### config.mk
export PLATFORM = sky130hd
export DESIGN_NAME = trg_pulse_gen
export DESIGN_NICKNAME = d
export VERILOG_FILES = /design/src/rtl/trg_pkg.sv /design/src/rtl/trg_ratediv.sv /design/src/rtl/trg_swedge.sv /design/src/rtl/trg_shaper.sv /design/src/rtl/trg_pulse_gen.sv
export SDC_FILE = /design/constraint.sdc
export NUM_CORES = 1
export LEC_CHECK = 0
export ABC_AREA = 1
export ABC_CLOCK_PERIOD_IN_PS = 3970
export BUFFER_PORTS_ARGS = -buffer_cell sky130_fd_sc_hd__clkbuf_2
export CORE_MARGIN = 2
export CORE_UTILIZATION = 46
export DETAILED_ROUTE_END_ITERATION = 12
export GPL_TIMING_DRIVEN = 0
export PLACE_DENSITY_LB_ADDON = 0.2
export RECOVER_POWER = 25
export SETUP_SLACK_MARGIN = 0.02
export SYNTH_ARGS = -nofsm -noshare
export SYNTH_HDL_FRONTEND = slang
export SYNTH_SLANG_ARGS = --single-unit
### constraint.sdc
create_clock -name clk -period 3.97 [get_ports clk]
set_input_delay 0.1985 -clock clk [delete_from_list [all_inputs] [get_ports clk]]
set_output_delay 0.1985 -clock clk [all_outputs]
set_load 0.05 [all_outputs]
### src/rtl/trg_pkg.sv
package trg_pkg;

   typedef enum logic [1:0] {
      SH_IDLE   = 2'd0,
      SH_PULSE1 = 2'd1,
      SH_GAP    = 2'd2,
      SH_PULSE2 = 2'd3
   } shape_st_e;

   localparam int unsigned CODE_W    = 4;
   localparam int unsigned LONG_LIM  = 7;

   // Piecewise length code: long range adds an offset, short range starts at 7.
   function automatic int unsigned trg_len_units(input logic [CODE_W-1:0] code,
                                                 input int unsigned offset);
      if (32'(code) < LONG_LIM)
         return offset + 32'(code);
      else
         return 32'(code) - LONG_LIM;
   endfunction

endpackage

### src/rtl/trg_ratediv.sv
module trg_ratediv #(
   parameter int unsigned PRESCALE = 2,
   parameter int unsigned PERIOD_W = 8
) (
   input  logic                clk,
   input  logic                rst_n,
   input  logic [PERIOD_W-1:0] period_i,
   output logic                tick_o
);
   localparam int unsigned PRE_W = (PRESCALE > 1) ? $clog2(PRESCALE) : 1;

   logic                run;
   logic                step;
   logic                last;
   logic [PERIOD_W-1:0] cnt;

   generate
      if (PRESCALE < 1) begin : g_bad_prescale
         $error("trg_ratediv: PRESCALE must be at least 1");
      end
      if (PRESCALE == 1) begin : g_direct
         assign step = run;
      end else begin : g_prescaled
         logic [PRE_W-1:0] pre;
         always_ff @(posedge clk) begin
            if (!rst_n)
               pre <= '0;
            else if (!run || pre == PRE_W'(PRESCALE - 1))
               pre <= '0;
            else
               pre <= pre + PRE_W'(1);
         end
         assign step = run && (pre == PRE_W'(PRESCALE - 1));
      end
   endgenerate

   assign run    = (period_i != '0);
   assign last   = ({1'b0, cnt} + (PERIOD_W+1)'(1)) >= {1'b0, period_i};
   assign tick_o = step && last;

   always_ff @(posedge clk) begin
      if (!rst_n)
         cnt <= '0;
      else if (!run || tick_o)
         cnt <= '0;
      else if (step)
         cnt <= cnt + PERIOD_W'(1);
   end

   // each tick restarts the interval count
   p_restart_after_tick_r1: assert property (@(posedge clk) disable iff (!rst_n)
      tick_o |=> (cnt == '0));

endmodule

### src/rtl/trg_swedge.sv
module trg_swedge (
   input  logic clk,
   input  logic rst_n,
   input  logic lvl_i,
   output logic fire_o
);
   logic prev;

   always_ff @(posedge clk) begin
      if (!rst_n)
         prev <= 1'b0;
      else
         prev <= lvl_i;
   end

   assign fire_o = prev && !lvl_i;

   // one request per falling transition
   p_fire_once_r3: assert property (@(posedge clk) disable iff (!rst_n)
      fire_o |=> !fire_o);

endmodule

### src/rtl/trg_shaper.sv
module trg_shaper
   import trg_pkg::*;
#(
   parameter int unsigned STEP_CYCLES = 1,
   parameter int unsigned LEN_OFFSET  = 10
) (
   input  logic              clk,
   input  logic              rst_n,
   input  logic              req_single_i,
   input  logic              req_double_i,
   input  logic [CODE_W-1:0] code_i,
   output logic              pulse_o
);
   localparam int unsigned MAX_LEN = (LEN_OFFSET + LONG_LIM - 1) * STEP_CYCLES;
   localparam int unsigned LEN_W   = $clog2(MAX_LEN + 1);

   shape_st_e        state;
   logic [LEN_W-1:0] cnt;
   logic [LEN_W-1:0] len_r;
   logic [LEN_W-1:0] len_cyc;
   logic             dbl_r;

   generate
      if (STEP_CYCLES < 1) begin : g_bad_step
         $error("trg_shaper: STEP_CYCLES must be at least 1");
      end
   endgenerate

   always_comb begin
      len_cyc = LEN_W'(trg_len_units(code_i, LEN_OFFSET) * STEP_CYCLES);
   end

   always_ff @(posedge clk) begin
      if (!rst_n) begin
         state <= SH_IDLE;
         cnt   <= '0;
         len_r <= '0;
         dbl_r <= 1'b0;
      end else begin
         case (state)
            SH_IDLE: begin
               if ((req_single_i || req_double_i) && len_cyc != '0) begin
                  state <= SH_PULSE1;
                  cnt   <= len_cyc - LEN_W'(1);
                  len_r <= len_cyc;
                  dbl_r <= req_double_i;
               end
            end
            SH_PULSE1: begin
               if (cnt == '0) begin
                  if (dbl_r) begin
                     state <= SH_GAP;
                     cnt   <= len_r - LEN_W'(1);
                  end else begin
                     state <= SH_IDLE;
                  end
               end else begin
                  cnt <= cnt - LEN_W'(1);
               end
            end
            SH_GAP: begin
               if (cnt == '0) begin
                  state <= SH_PULSE2;
                  cnt   <= len_r - LEN_W'(1);
               end else begin
                  cnt <= cnt - LEN_W'(1);
               end
            end
            default: begin
               if (cnt == '0)
                  state <= SH_IDLE;
               else
                  cnt <= cnt - LEN_W'(1);
            end
         endcase
      end
   end

   assign pulse_o = (state == SH_PULSE1) || (state == SH_PULSE2);

   // a zero-length code never starts a pulse
   p_zero_len_quiet_r5: assert property (@(posedge clk) disable iff (!rst_n)
      (state == SH_IDLE && len_cyc == '0) |=> !pulse_o);
   // a running pulse keeps its latched length until its count runs out
   p_hold_len_r4: assert property (@(posedge clk) disable iff (!rst_n)
      (pulse_o && cnt != '0) |=> (pulse_o && $stable(len_r)));
   // a single pulse is always followed by a low cycle
   p_idle_after_r7: assert property (@(posedge clk) disable iff (!rst_n)
      (state == SH_PULSE1 && cnt == '0 && !dbl_r) |=> !pulse_o);
   // the double-pulse gap is low and ends in the second pulse
   p_gap_then_pulse_r6: assert property (@(posedge clk) disable iff (!rst_n)
      (state == SH_GAP && cnt == '0) |=> pulse_o);

endmodule

### src/rtl/trg_pulse_gen.sv
module trg_pulse_gen
   import trg_pkg::*;
#(
   parameter int unsigned PGEN_BASE_CYCLES = 128,
   parameter int unsigned SELF_PRESCALE    = 2,
   parameter int unsigned STEP_CYCLES      = 1,
   parameter int unsigned LEN_OFFSET       = 10,
   parameter int unsigned EXP_W            = 4,
   parameter int unsigned RATE_W           = 20,
   parameter int unsigned TYPE_W           = 4
) (
   input  logic              clk,
   input  logic              rst_n,
   input  logic              cfg_pgen_en,
   input  logic [EXP_W-1:0]  cfg_pgen_exp,
   input  logic [RATE_W-1:0] cfg_self_rate,
   input  logic              cfg_sw_fire,
   input  logic              cfg_sw_double,
   input  logic [CODE_W-1:0] cfg_len_code,
   input  logic [TYPE_W:0]   cfg_type_ovr,
   input  logic [TYPE_W-1:0] std_type,
   output logic              trig_out,
   output logic [TYPE_W-1:0] trig_type
);
   localparam int unsigned PGEN_PER_W = 1 << EXP_W;

   logic [PGEN_PER_W-1:0] pgen_period;
   logic                  pgen_tick;
   logic                  self_tick;
   logic                  sw_single;
   logic                  sw_double;

   generate
      if (PGEN_BASE_CYCLES < 1 || SELF_PRESCALE < 1) begin : g_bad_base
         $error("trg_pulse_gen: base intervals must be at least 1");
      end
      if (EXP_W > 5) begin : g_bad_exp
         $error("trg_pulse_gen: EXP_W too large for a shifted period");
      end
   endgenerate

   assign pgen_period = cfg_pgen_en ? (PGEN_PER_W'(1) << cfg_pgen_exp) : '0;

   trg_ratediv #(.PRESCALE(PGEN_BASE_CYCLES), .PERIOD_W(PGEN_PER_W)) i_pgen (
      .clk(clk), .rst_n(rst_n), .period_i(pgen_period), .tick_o(pgen_tick));

   trg_ratediv #(.PRESCALE(SELF_PRESCALE), .PERIOD_W(RATE_W)) i_self (
      .clk(clk), .rst_n(rst_n), .period_i(cfg_self_rate), .tick_o(self_tick));

   trg_swedge i_sw_single (
      .clk(clk), .rst_n(rst_n), .lvl_i(cfg_sw_fire), .fire_o(sw_single));

   trg_swedge i_sw_double (
      .clk(clk), .rst_n(rst_n), .lvl_i(cfg_sw_double), .fire_o(sw_double));

   trg_shaper #(.STEP_CYCLES(STEP_CYCLES), .LEN_OFFSET(LEN_OFFSET)) i_shaper (
      .clk(clk), .rst_n(rst_n),
      .req_single_i(pgen_tick || self_tick || sw_single),
      .req_double_i(sw_double),
      .code_i(cfg_len_code),
      .pulse_o(trig_out));

   assign trig_type = cfg_type_ovr[TYPE_W] ? cfg_type_ovr[TYPE_W-1:0] : std_type;

   // the output is low in the first cycle after reset
   p_low_after_reset_r9: assert property (@(posedge clk)
      !rst_n |=> !trig_out);

endmodule

==> qor.tcl <==
set qor(avgSynthCellArea_um2) 6.64
set qor(most_common_cell_after_layout_fill_and_taps_aside) {nand2_1}
set qor(rsz0062_at_grt) {false}
set qor(ioPinCount) 47
set qor(power_report.internal_total_mw) 1.09
set qor(share_comb_of_total_power_pct) 33.6
set qor(worstSkewPairLatency_ns) 0.35
set qor(totalWireLength_um) 10500
set qor(post_place_instance_area_um2) 5080
set qor(static-leakage-power_nw) 2.50
set qor(synth-warning-count) 0
set qor(stdcell_count) 900
set qor(critical_path.max_fanout) 10
set qor(synth_edf_count) 0
set qor(clock_pin_slew_on_the_worst_setup_and_hold_paths_ns) 0.08
set qor(drt-initial-drc-count) 188
set qor(grt_pass1_wl_um) 18500
set qor(critPathArrivalTime_ns) 3.65
set qor(final_net_count) 854
set qor(setup_tns_ns) 0
set qor(power_density_nw_per_um2) 337
set qor(tritoncts) {built}
set qor(reg2reg_from) {i_self.cnt[0]}
set qor(cts.repair_timing.setup_buffer_count) 0
set qor(dieArea_um2) 11000
set qor(initial_standard_cell_utilization_of_the_core_pct) 47.7
set qor(antenna_violating_nets_post_route) 0
set qor(seq_area_frac_synth_pct) 25.2
set qor(p_sw_mw) 0.679
set qor(clock_path_buffers) 2
set qor(netlist-cell-type-count) 41
set qor(fp.dieW_um) 105
set qor(postSynthNetCount) 797
set qor(largest_net_degree_at_the_start_of_global_routing) 14
set qor(multi_input_area_um2) 3000
set qor(final_layout_size_suffix_gt1_share_pct) 11.1
set qor(cts_repair_resize_count) 0
set qor(route.detailed.drc) 0
set qor(diodes) 0
set qor(final_min_period_over_clock_period_pct) 86.7
set qor(final-setup-viol-count) 0
set qor(dr_vias) 4484
set qor(power.share.switching_pct) 38.4
set qor(holdCritPathClass) {input pin to register}
set qor(endpoint_kind) {register}
set qor(areaGrowthSynthToFinish_pct) 12.0
set qor(numPortBuffers) 46
set qor(max-vdd-ir-drop_uv) 222
set qor(area_taken_by_flip_flops_and_latches_um2) 1180
set qor(wire_per_inst_um) 11.6
set qor(placement_rows) 36
set qor(layout_min_cycle_time_ns) 3.44
set qor(synthesis.instances) 705
set qor(synth.cell_area_um2) 4680
set qor(critical_path.startpoint_type) {register}
set qor(clock_buffer_count_from_cts) 9
set qor(hold_viol) 0
set qor(synth_ff_type) {dfxtp_1}
set qor(number_of_global_route_vias_before_repair) 4307
set qor(fin_worst_skew_ns) 0.0144
set qor(design_area_um2) 5240
set qor(grtUsageTotal_pct) 20.2
set qor(max_cap_violations) 0
set qor(mostFrequentLayoutCells) {157 x nand2_1, 112 x inv_1, 71 x nor2_1, 65 x a21oi_1, 59 x dfxtp_1}
set qor(outcome) {completed}
set qor(sequentialPowerShare_pct) 37.9
set qor(routabilityCongestion) 0.847
set qor(hold_path_depth) 3
set qor(n_fill_cell) 1022
set qor(power.clock.fraction_pct) 28.5
set qor(vias_per_std_cell) 4.98
set qor(fp.dieH_um) 105
set qor(drt-pass1-iter-count) 5
set qor(place.detailed.hpwl_um) 8590
set qor(crit-reg2reg-capture) {i_self.cnt[19]}
set qor(gr-total-overflow) 0
set qor(root_buffer) {clkbuf_8}
set qor(ys_async_sr_fraction_pct) 0
set qor(required_ns) 4.17
set qor(ys_seq_elements) 59
set qor(antenna_found_initial) 0
set qor(hold_path_end) {i_sw_double.prev}
set qor(worst-r2r-cell-count) 19
set qor(setup.worst_path.class) {register to register}
set qor(min_from) {cfg_sw_double}
set qor(remaining_max_slew_budget_at_the_tightest_pin_pct) 59.7
set qor(fmaxAchievable_ghz) 0.291
set qor(tightest_slew_ns) 0.599
set qor(dpl.cell_count) 884
set qor(ff2ff_setup_slack_ns) 0.53
set qor(clock_sinks) 59
set qor(core_area_um2) 9820
set qor(cts_htree_levels) 3
set qor(maxSlewViolCount) 0
set qor(cts.hold.buffers_added) 0
[how the worst max path moves through the flow]
stage                  start           endpoint  slack (ns)  cells past startpoint
2_1_floorplan  i_self.cnt[0]  i_shaper.state[0]        1.06                     26
3_3_place_gp   i_self.cnt[0]  i_shaper.state[0]        0.59                     24
3_5_place_dp   i_self.cnt[0]      i_self.cnt[1]        0.52                     21
4_1_cts        i_self.cnt[0]  i_shaper.state[0]        0.49                     24
5_1_grt        i_self.cnt[0]     i_self.cnt[15]         0.1                     19
6_report       i_self.cnt[0]     i_self.cnt[19]        0.53                     19
[power by group through the flow]
stage	combinational [mW]	clock, mW	sequential (mW)
floorplan	0.465	0	0.673
global route	0.678	0.554	0.676
detailed placement	0.593	0	0.681
CTS	0.596	0.520	0.669
finish	0.594	0.505	0.669
global placement	0.586	0	0.680
[critical path, stage by stage (launching register included)]
cell      delay [ns]
dfxtp_1         0.38
inv_1           0.07
nor2_1          0.22
nand4_1         0.22
nor3_1          0.43
nand2_1         0.15
xor2_1          0.19
ha_1            0.28
nand2_1         0.08
nor2_1          0.11
nand3b_1        0.08
nor2_1          0.10
nor2_1          0.05
nor2_1          0.10
nor2_1          0.04
nand2_1         0.11
a21oi_1         0.08
nand2_1         0.08
clkbuf_1        0.45
a211oi_1        0.09
[synth_stat cells, drive strengths merged (3+ instances only)]
| cell | number | area (um2) |
|---|---|---|
| nand3b | 3 | 22.5 |
| clkbuf | 7 | 26.3 |
| o21ai | 20 | 100 |
| nor4 | 5 | 37.5 |
| o31ai | 3 | 22.5 |
| ha | 50 | 626 |
| nand4 | 13 | 81.3 |
| nor2 | 76 | 308 |
| o21a | 4 | 30.0 |
| a21oi | 67 | 343 |
| xnor2 | 6 | 52.6 |
| nand3 | 35 | 195 |
| buf | 5 | 31.3 |
| nand2 | 162 | 626 |
| a31oi | 4 | 25.0 |
| nor3 | 20 | 105 |
| xor2 | 30 | 263 |
| inv | 114 | 428 |
| mux2 | 4 | 45.0 |
| dfxtp | 59 | 1180 |
| a211oi | 5 | 37.5 |
[per-layer routing]
layer  vias up  wire (um)  GRT usage [%]
li1       2407          -              -
met1      1982       4940           25.2
met2        78       4930           35.3
met3        17        469           3.81
met4         0        139           5.33
met5         -          0              0
[logic make-up (layout without fill, tap and decap cells)]
family	count (synthesis)	after routing	synth area share (%)
flip-flops	59	59	25.2
AO/OA/AOI/OAI	110	110	13.1
AND/OR/NAND/NOR	319	319	30.1
buffers and inverters	127	189	10.5
adder cells (fa/ha/maj)	50	50	13.4
XOR/XNOR	36	36	6.74
multiplexers	4	4	0.962
[per-stage QoR]
stage	hold WS (ns)	utilization [%]	power, mW	setup WS, ns
6_report	0.0544	53.4	1.77	0.529
4_1_cts	0.0442	53.5	1.78	0.494
3_3_place_gp	0.393	51.7	1.27	0.589
3_5_place_dp	0.399	51.7	1.27	0.524
5_1_grt	0.0838	53.4	1.91	0.0984
2_1_floorplan	0.292	-	1.14	1.06
[final cells by class]
class	count	area share, %
tap	133	3.17
clock buffer	9	2.36
inverter	115	8.23
sequential	59	22.5
clock inverter	7	1.10
buffer	12	1.07
timing repair buffer	46	4.22
multi-input combinational	519	57.3
[state kept, by name, summed over array words and instances (netlist names)]
name                    count
i_self.cnt                 20
i_pgen.cnt                 16
i_pgen.g_prescaled.pre      7
i_shaper.cnt                5
i_shaper.len_r              5
i_shaper.state              2
i_self.g_prescaled.pre      1
i_shaper.dbl_r              1
i_sw_double.prev            1
i_sw_single.prev            1
No activity file was read; power rests on OpenSTA's default activity.
